File: src/rtl/flash_cmd_pkg.sv
package flash_cmd_pkg;

  localparam int KEY_AW = 11;
  localparam logic [KEY_AW-1:0] KEY_A1 = 11'h555;
  localparam logic [KEY_AW-1:0] KEY_A2 = 11'h2AA;

  typedef enum logic [2:0] {
    MD_READ = 3'd0, MD_AUTO = 3'd1, MD_PPEND = 3'd2, MD_EPEND = 3'd3,
    MD_BUSY = 3'd4, MD_SUSP = 3'd5, MD_ERR = 3'd6
  } mode_e;

  typedef enum logic [3:0] {
    S_READ, S_UNL1, S_UNL2, S_AUTO, S_PPEND, S_EUNL0, S_EUNL1, S_EUNL2,
    S_PBUSY, S_EBUSY, S_SUSP, S_SUNL1, S_SUNL2, S_SPPEND, S_SPBUSY, S_ERR
  } st_e;

  typedef struct packed {
    logic unl1;
    logic unl2;
    logic prog;
    logic asel;
    logic esetup;
    logic sect;
    logic chip;
    logic rst;
    logic susp;
    logic resume;
  } cmd_t;

  function automatic cmd_t classify(logic [KEY_AW-1:0] a, logic [7:0] d);
    cmd_t c;
    c.unl1   = (a == KEY_A1) && (d == 8'hAA);
    c.unl2   = (a == KEY_A2) && (d == 8'h55);
    c.prog   = (a == KEY_A1) && (d == 8'hA0);
    c.asel   = (a == KEY_A1) && (d == 8'h90);
    c.esetup = (a == KEY_A1) && (d == 8'h80);
    c.sect   = (d == 8'h30);
    c.chip   = (a == KEY_A1) && (d == 8'h10);
    c.rst    = (d == 8'hF0);
    c.susp   = (d == 8'hB0);
    c.resume = (d == 8'h30);
    return c;
  endfunction

  function automatic mode_e mode_of(st_e s);
    case (s)
      S_AUTO:                    return MD_AUTO;
      S_PPEND, S_SPPEND:         return MD_PPEND;
      S_EUNL0, S_EUNL1, S_EUNL2: return MD_EPEND;
      S_PBUSY, S_EBUSY, S_SPBUSY: return MD_BUSY;
      S_SUSP, S_SUNL1, S_SUNL2:  return MD_SUSP;
      S_ERR:                     return MD_ERR;
      default:                   return MD_READ;
    endcase
  endfunction

  function automatic logic erase_parked(st_e s);
    return (s == S_SUSP) || (s == S_SUNL1) || (s == S_SUNL2) || (s == S_SPPEND);
  endfunction

endpackage

File: src/rtl/fcs_decode.sv
module fcs_decode
  import flash_cmd_pkg::*;
#(
  parameter int DW = 8
) (
  input  logic [KEY_AW-1:0] key_addr,
  input  logic [DW-1:0]     wr_data,
  output cmd_t              cmd
);
  always_comb cmd = classify(key_addr, wr_data[7:0]);

  if (DW > 8) begin : g_wide
    logic upper_unused;
    assign upper_unused = |wr_data[DW-1:8];
  end
endmodule

File: src/rtl/fcs_seq.sv
module fcs_seq
  import flash_cmd_pkg::*;
(
  input  logic clk,
  input  logic rst_n,
  input  logic wr_valid,
  input  cmd_t cmd,
  input  logic op_done,
  input  logic op_error,
  output st_e  st,
  output logic ev_prog,
  output logic ev_erase,
  output logic ev_chip,
  output logic ev_susp,
  output logic ev_resume
);
  st_e  nxt;
  logic w;
  assign w = wr_valid;

  always_comb begin
    nxt = st;
    ev_prog = 1'b0; ev_erase = 1'b0; ev_chip = 1'b0;
    ev_susp = 1'b0; ev_resume = 1'b0;
    case (st)
      S_READ:  if (w && cmd.unl1) nxt = S_UNL1;
      S_UNL1:  if (w) nxt = cmd.unl2 ? S_UNL2 : S_READ;
      S_UNL2:  if (w) nxt = cmd.prog ? S_PPEND : cmd.asel ? S_AUTO :
                           cmd.esetup ? S_EUNL0 : S_READ;
      S_AUTO:  if (w && cmd.rst) nxt = S_READ;
      S_PPEND: if (w) begin nxt = S_PBUSY; ev_prog = 1'b1; end
      S_EUNL0: if (w) nxt = cmd.unl1 ? S_EUNL1 : S_READ;
      S_EUNL1: if (w) nxt = cmd.unl2 ? S_EUNL2 : S_READ;
      S_EUNL2: if (w) begin
        if (cmd.sect) begin nxt = S_EBUSY; ev_erase = 1'b1; end
        else if (cmd.chip) begin nxt = S_EBUSY; ev_erase = 1'b1; ev_chip = 1'b1; end
        else nxt = S_READ;
      end
      S_PBUSY: if (op_error) nxt = S_ERR; else if (op_done) nxt = S_READ;
      S_EBUSY: begin
        if (op_error) nxt = S_ERR;
        else if (op_done) nxt = S_READ;
        else if (w && cmd.susp) begin nxt = S_SUSP; ev_susp = 1'b1; end
      end
      S_SUSP: if (w) begin
        if (cmd.resume) begin nxt = S_EBUSY; ev_resume = 1'b1; end
        else if (cmd.unl1) nxt = S_SUNL1;
      end
      S_SUNL1:  if (w) nxt = cmd.unl2 ? S_SUNL2 : S_SUSP;
      S_SUNL2:  if (w) nxt = cmd.prog ? S_SPPEND : S_SUSP;
      S_SPPEND: if (w) begin nxt = S_SPBUSY; ev_prog = 1'b1; end
      S_SPBUSY: if (op_error) nxt = S_ERR; else if (op_done) nxt = S_SUSP;
      S_ERR:    if (w && cmd.rst) nxt = S_READ;
      default:  nxt = S_READ;
    endcase
  end

  always_ff @(posedge clk or negedge rst_n) begin
    if (!rst_n) st <= S_READ;
    else        st <= nxt;
  end

  p_err_hold_r9: assert property (@(posedge clk) disable iff (!rst_n)
    (st == S_ERR && !(wr_valid && cmd.rst)) |=> st == S_ERR);
  p_busy_ignore_r6: assert property (@(posedge clk) disable iff (!rst_n)
    (st == S_PBUSY && !op_done && !op_error) |=> st == S_PBUSY);
  p_done_read_r2: assert property (@(posedge clk) disable iff (!rst_n)
    (st == S_PBUSY && op_done && !op_error) |=> st == S_READ);
  p_abort_r4: assert property (@(posedge clk) disable iff (!rst_n)
    ((st == S_EUNL0 || st == S_EUNL1 || st == S_EUNL2) && wr_valid && cmd.rst)
    |=> st == S_READ);
  p_nested_r8: assert property (@(posedge clk) disable iff (!rst_n)
    (st == S_SPBUSY && op_done && !op_error) |=> st == S_SUSP);
endmodule

File: src/rtl/fcs_oplatch.sv
module fcs_oplatch #(
  parameter int AW = 20,
  parameter int DW = 8
) (
  input  logic          clk,
  input  logic          rst_n,
  input  logic          ev_prog,
  input  logic          ev_erase,
  input  logic          ev_chip,
  input  logic          ev_susp,
  input  logic          ev_resume,
  input  logic [AW-1:0] wr_addr,
  input  logic [DW-1:0] wr_data,
  output logic          prog_start,
  output logic          erase_start,
  output logic          suspend_start,
  output logic          resume_start,
  output logic [AW-1:0] prog_addr,
  output logic [DW-1:0] prog_data,
  output logic [AW-1:0] erase_addr,
  output logic          erase_chip
);
  always_ff @(posedge clk or negedge rst_n) begin
    if (!rst_n) begin
      prog_start <= 1'b0; erase_start <= 1'b0;
      suspend_start <= 1'b0; resume_start <= 1'b0;
      prog_addr <= '0; prog_data <= '0; erase_addr <= '0; erase_chip <= 1'b0;
    end else begin
      prog_start    <= ev_prog;
      erase_start   <= ev_erase;
      suspend_start <= ev_susp;
      resume_start  <= ev_resume;
      if (ev_prog) begin
        prog_addr <= wr_addr;
        prog_data <= wr_data;
      end
      if (ev_erase) begin
        erase_addr <= wr_addr;
        erase_chip <= ev_chip;
      end
    end
  end

  p_one_pulse_r5: assert property (@(posedge clk) disable iff (!rst_n)
    $onehot0({prog_start, erase_start, suspend_start, resume_start}));
  p_prog_single_r2: assert property (@(posedge clk) disable iff (!rst_n)
    prog_start |=> !prog_start);
  p_erase_single_r5: assert property (@(posedge clk) disable iff (!rst_n)
    erase_start |=> !erase_start);
endmodule

File: src/rtl/fcs_rdstat.sv
module fcs_rdstat
  import flash_cmd_pkg::*;
#(
  parameter int AW = 20,
  parameter int SECT_SHIFT = 12
) (
  input  logic          clk,
  input  logic          rst_n,
  input  mode_e         mode,
  input  logic          parked,
  input  logic          erase_chip,
  input  logic [AW-1:0] erase_addr,
  input  logic [AW-1:0] rd_addr,
  output logic          rd_status
);
  logic same_sector;
  assign same_sector = (rd_addr >> SECT_SHIFT) == (erase_addr >> SECT_SHIFT);

  always_comb begin
    rd_status = (mode == MD_BUSY) || (mode == MD_ERR) ||
                (parked && (erase_chip || same_sector));
  end

  p_busy_status_r10: assert property (@(posedge clk) disable iff (!rst_n)
    (mode == MD_BUSY || mode == MD_ERR) |-> rd_status);
  p_read_clean_r10: assert property (@(posedge clk) disable iff (!rst_n)
    (mode == MD_READ || mode == MD_AUTO || mode == MD_EPEND) && !parked |-> !rd_status);
endmodule

File: src/rtl/flash_cmd_fsm.sv
module flash_cmd_fsm
  import flash_cmd_pkg::*;
#(
  parameter int AW = 20,
  parameter int DW = 8,
  parameter int SECT_SHIFT = 12
) (
  input  logic          clk,
  input  logic          rst_n,
  input  logic          wr_valid,
  input  logic [AW-1:0] wr_addr,
  input  logic [DW-1:0] wr_data,
  input  logic          op_done,
  input  logic          op_error,
  input  logic [AW-1:0] rd_addr,
  output logic [2:0]    mode,
  output logic          rd_status,
  output logic          prog_start,
  output logic [AW-1:0] prog_addr,
  output logic [DW-1:0] prog_data,
  output logic          erase_start,
  output logic          erase_chip,
  output logic [AW-1:0] erase_addr,
  output logic          suspend_start,
  output logic          resume_start
);
  cmd_t  cmd;
  st_e   st;
  mode_e mode_w;
  logic  parked;
  logic  ev_prog, ev_erase, ev_chip, ev_susp, ev_resume;

  fcs_decode #(.DW(DW)) u_dec (
    .key_addr(wr_addr[KEY_AW-1:0]), .wr_data(wr_data), .cmd(cmd));

  fcs_seq u_seq (
    .clk(clk), .rst_n(rst_n), .wr_valid(wr_valid), .cmd(cmd),
    .op_done(op_done), .op_error(op_error), .st(st),
    .ev_prog(ev_prog), .ev_erase(ev_erase), .ev_chip(ev_chip),
    .ev_susp(ev_susp), .ev_resume(ev_resume));

  fcs_oplatch #(.AW(AW), .DW(DW)) u_lat (
    .clk(clk), .rst_n(rst_n), .ev_prog(ev_prog), .ev_erase(ev_erase),
    .ev_chip(ev_chip), .ev_susp(ev_susp), .ev_resume(ev_resume),
    .wr_addr(wr_addr), .wr_data(wr_data),
    .prog_start(prog_start), .erase_start(erase_start),
    .suspend_start(suspend_start), .resume_start(resume_start),
    .prog_addr(prog_addr), .prog_data(prog_data),
    .erase_addr(erase_addr), .erase_chip(erase_chip));

  assign mode_w = mode_of(st);
  assign parked = erase_parked(st);
  assign mode   = mode_w;

  fcs_rdstat #(.AW(AW), .SECT_SHIFT(SECT_SHIFT)) u_rs (
    .clk(clk), .rst_n(rst_n), .mode(mode_w), .parked(parked),
    .erase_chip(erase_chip), .erase_addr(erase_addr),
    .rd_addr(rd_addr), .rd_status(rd_status));

  p_reset_mode_r1: assert property (@(posedge clk) disable iff (!rst_n)
    $rose(rst_n) |-> mode == 3'd0);
endmodule

File: config.mk
export PLATFORM = sky130hd
export DESIGN_NAME = flash_cmd_fsm
export DESIGN_NICKNAME = d
export VERILOG_FILES = /design/src/rtl/flash_cmd_pkg.sv /design/src/rtl/fcs_decode.sv /design/src/rtl/fcs_seq.sv /design/src/rtl/fcs_oplatch.sv /design/src/rtl/fcs_rdstat.sv /design/src/rtl/flash_cmd_fsm.sv
export SDC_FILE = /design/constraint.sdc
export NUM_CORES = 1
export LEC_CHECK = 0
export BUFFER_PORTS_ARGS = -buffer_cell sky130_fd_sc_hd__buf_4
export CAP_MARGIN = 5
export CORE_MARGIN = 3
export CORE_UTILIZATION = 54
export CTS_CLUSTER_DIAMETER = 120
export DETAILED_ROUTE_END_ITERATION = 6
export GPL_ROUTABILITY_DRIVEN = 0
export PLACE_DENSITY = 0.84
export SYNTH_ARGS = -nofsm -noshare
export SYNTH_HDL_FRONTEND = slang
export SYNTH_HIERARCHICAL = 1
export SYNTH_SLANG_ARGS = --single-unit
File: constraint.sdc
create_clock -name clk -period 3.8 [get_ports clk]
set_clock_uncertainty 0.15 [all_clocks]
set_input_delay 0.76 -clock clk [delete_from_list [all_inputs] [get_ports clk]]
set_output_delay 0.76 -clock clk [all_outputs]
set_load 0.01 [all_outputs]
==> flow_summary.yaml <==
cells_and_area:
  drive_gt1_share_pct: 53.95
  nFillCells: 379
  nets: 402
  finalInstanceArea_sq_um: 4125
  diodes: 0
  area_delta_synth_final_pct: 30.52
  utilization_pct: 74.01
critical_path:
  worstPathRequired_ps: 2890
  path_cells: "o21ai_0 -> a211oi_1 -> inv_1 -> a22oi_1 -> o31ai_2 -> buf_4"
  crit_slowest_cell: "dfrtp_1"
  endpoint_kind: "output pin"
  critPathMaxStageDelay_ps: 810
  critPathKind: "reg2out"
  worst-path-max-fanout: 22
  critPathLaunchType: "flip-flop"
  crit_arrival_ps: 2190
  r2r_slack_ps: 1220
  worst-path-buf-inv: 2
  cp_top_family: "flip-flops"
  reg2regPathDepth: 5
  cp.depth: 6
global_routing:
  grt_max_degree: 58
  grt-ovfl-total: 0
  grt_pass1_vias: 2392
  grt_antenna_before_repair: 0
  grt_usage_pct: 23.99
  grt_pass1_wl_mm: 12.10
floorplanning:
  initial_core_util_pct: 56.70
  row_count: 27
  die_y_um: 82.51
  num_io_pins: 110
  core_area_sq_um: 5574
  die_width_um: 82.51
  dieArea_sq_um: 6807
pwr:
  comb_power_share_pct: 13.4
  switching_share_pct: 24.82
  seqPwrFrac_pct: 44.3
  peakVddDrop_mv: 0.2580
  leakagePower_nw: 1.978
  p_switching_mw: 0.3761
  clkPwrFrac_pct: 42.3
  power.internal_mw: 1.139
  p_per_area_nw_per_um2: 367.4
clock_network:
  cts_hold_buf: 0
  cts-root-buf: "clkbuf_8"
  ctsResizeCount: 0
  postCtsSetupBuffers: 0
  cts_tree: "yes"
  cts_buffers: 9
  worstSkewPairLatency_ps: 330
  path_clk_slew_ps: 70
  clock_path_buffers: 2
  htreeDepth: 3
  cts.sinks: 57
detailed_routing:
  post_drt_wl_per_cell_um: 17.87
  drtIter0Drc: 181
  via_count: 2405
  final_antenna_net_count: 0
  wl_mm: 7.611
  drc: 0
  drt_pass1_iterations: 7
  viasPerCell: 5.646
hold_path:
  min-delay-path-class: "in2async"
timing:
  finalCritPeriodShare_pct: 81.53
  tightest_slew_ps: 728.4
  finalSetupViolations: 0
  slew_headroom_pct: 51.44
  hold_viol: 0
  finalMaxSlewViolations: 0
  fin_crit_ps: 3098
  tns_ps: 0
  fmax_mhz: 322.8
  rsz0062_at_grt: "false"
job:
  maxCapViolCount: 0
logic_synthesis:
  syn_avg_cell_area_sq_um: 12.69
  syn-num-nets: 302
  ys_warn_count: 6
  synthFlopType: "dfrtp_1"
  syn-cell-area_sq_um: 3161
  post_synth_num_cell_types: 60
  synthArstFlopShare_pct: 100.0
  synth-seq-cells: 57
  synth_edf_count: 0
  synth_cells: 249
  ys_seq_area_share_pct: 45.13
place:
  place_area_sq_um: 3896
  portBuffers: 97
  hpwl_mm: 5.373
outcome:
  status: "complete, no violations"
## per-layer routing
metal | track usage (%) | up-vias | part of all wire [%]
met4 | 11.27 | 0 | 1.4
met3 | 7.484 | 13 | 7.6
li1 | - | 1125 | -
met5 | 0 | - | 0
met2 | 38.06 | 91 | 51
met1 | 29.87 | 1176 | 40
## cell type report
| cell class | count | area [sq um] | area share (%) |
|---|---|---|---|
| multi-input cells | 171 | 1568 | 38.00 |
| flip-flops and latches | 57 | 1426 | 34.58 |
| repair buffers | 103 | 785.8 | 19.05 |
| clock buffers | 11 | 151.4 | 3.670 |
| well taps | 72 | 90.09 | 2.184 |
| clock inverters | 5 | 77.57 | 1.880 |
| inverters | 7 | 26.28 | 0.6369 |
## per-stage QoR
stage | cells | setup slack [ps] | hold WS, ps | total power [mW]
finish | 426 | 701.8 | 335.7 | 1.516
global route | 426 | 535.5 | 374.0 | 1.580
CTS | 426 | 710.9 | 347.1 | 1.527
detailed placement | 410 | 590.4 | 343.4 | 0.8812
global placement | 410 | 759.4 | 342.3 | 0.8737
floorplan | 249 | 1069 | 314.4 | 0.7958
## power by group through the flow
stage	clock network [mW]	logic [mW]	registers (mW)
floorplan	0	0.136	0.660
global placement	0	0.195	0.679
detailed placement	0	0.201	0.680
CTS	0.654	0.203	0.669
global route	0.686	0.219	0.676
finish	0.641	0.202	0.672
## cell families after synthesis
family	share of synthesized area, %
AOI/OAI and AO/OA	9.858
xor gates and xnor gates	3.049
buffers and inverters	5.503
DFF	45.13
muxes	21.42
and+or+nand+nor	15.04
## cell usage in the layout, fill, tap and decap left out, types with 3 or more instances in the layout
| cell type | Yosys | routed |
|---|---|---|
| a21oi_1 | 6 | 6 |
| buf_4 | 4 | 102 |
| clkbuf_8 | 0 | 11 |
| dfrtp_1 | 57 | 57 |
| inv_1 | 7 | 7 |
| mux2_2 | 29 | 29 |
| mux2_4 | 22 | 22 |
| nand2_1 | 9 | 9 |
| nand2b_1 | 6 | 6 |
| nand3_1 | 3 | 3 |
| nand4_1 | 3 | 3 |
| nor2_1 | 12 | 11 |
| nor3_1 | 7 | 6 |
| nor4_1 | 4 | 4 |
| o21ai_0 | 6 | 6 |
| xnor2_1 | 9 | 9 |
## Yosys cell counts, types with 3 or more instances
cell type,n,area (sq um)
nand4_1,3,18.77
mux2_4,22,330.3
nor4_1,4,25.02
nor2_1,12,45.04
a21oi_1,6,30.03
o21ai_0,6,30.03
nand2_1,9,33.78
inv_1,7,26.28
xnor2_1,9,78.83
buf_6,6,67.56
nand3_1,3,15.01
nor3_1,7,35.03
dfrtp_1,57,1426
mux2_2,29,326.6
buf_4,4,30.03
nand2b_1,6,37.54
## sequential cells by signal, summed over array words and instances (netlist names)
register / cells
u_lat/erase_addr: 20
u_lat/erase_chip: 1
u_lat/erase_start: 1
u_lat/prog_addr: 20
u_lat/prog_data: 8
u_lat/prog_start: 1
u_lat/resume_start: 1
u_lat/suspend_start: 1
u_seq/st: 4
## worst paths after layout
path                                     start             endpoint
hold reg to reg            u_lat/erase_addr[2]  u_lat/erase_addr[2]
max in group asynchronous                rst_n  u_lat/prog_addr[14]
setup reg to reg                   u_seq/st[2]  u_lat/erase_addr[5]
min in group clk           u_lat/erase_addr[2]  u_lat/erase_addr[2]
hold / removal                           rst_n   u_lat/prog_addr[5]
setup / recovery                   u_seq/st[0]            rd_status
No activity file was read; power rests on OpenSTA's default activity.
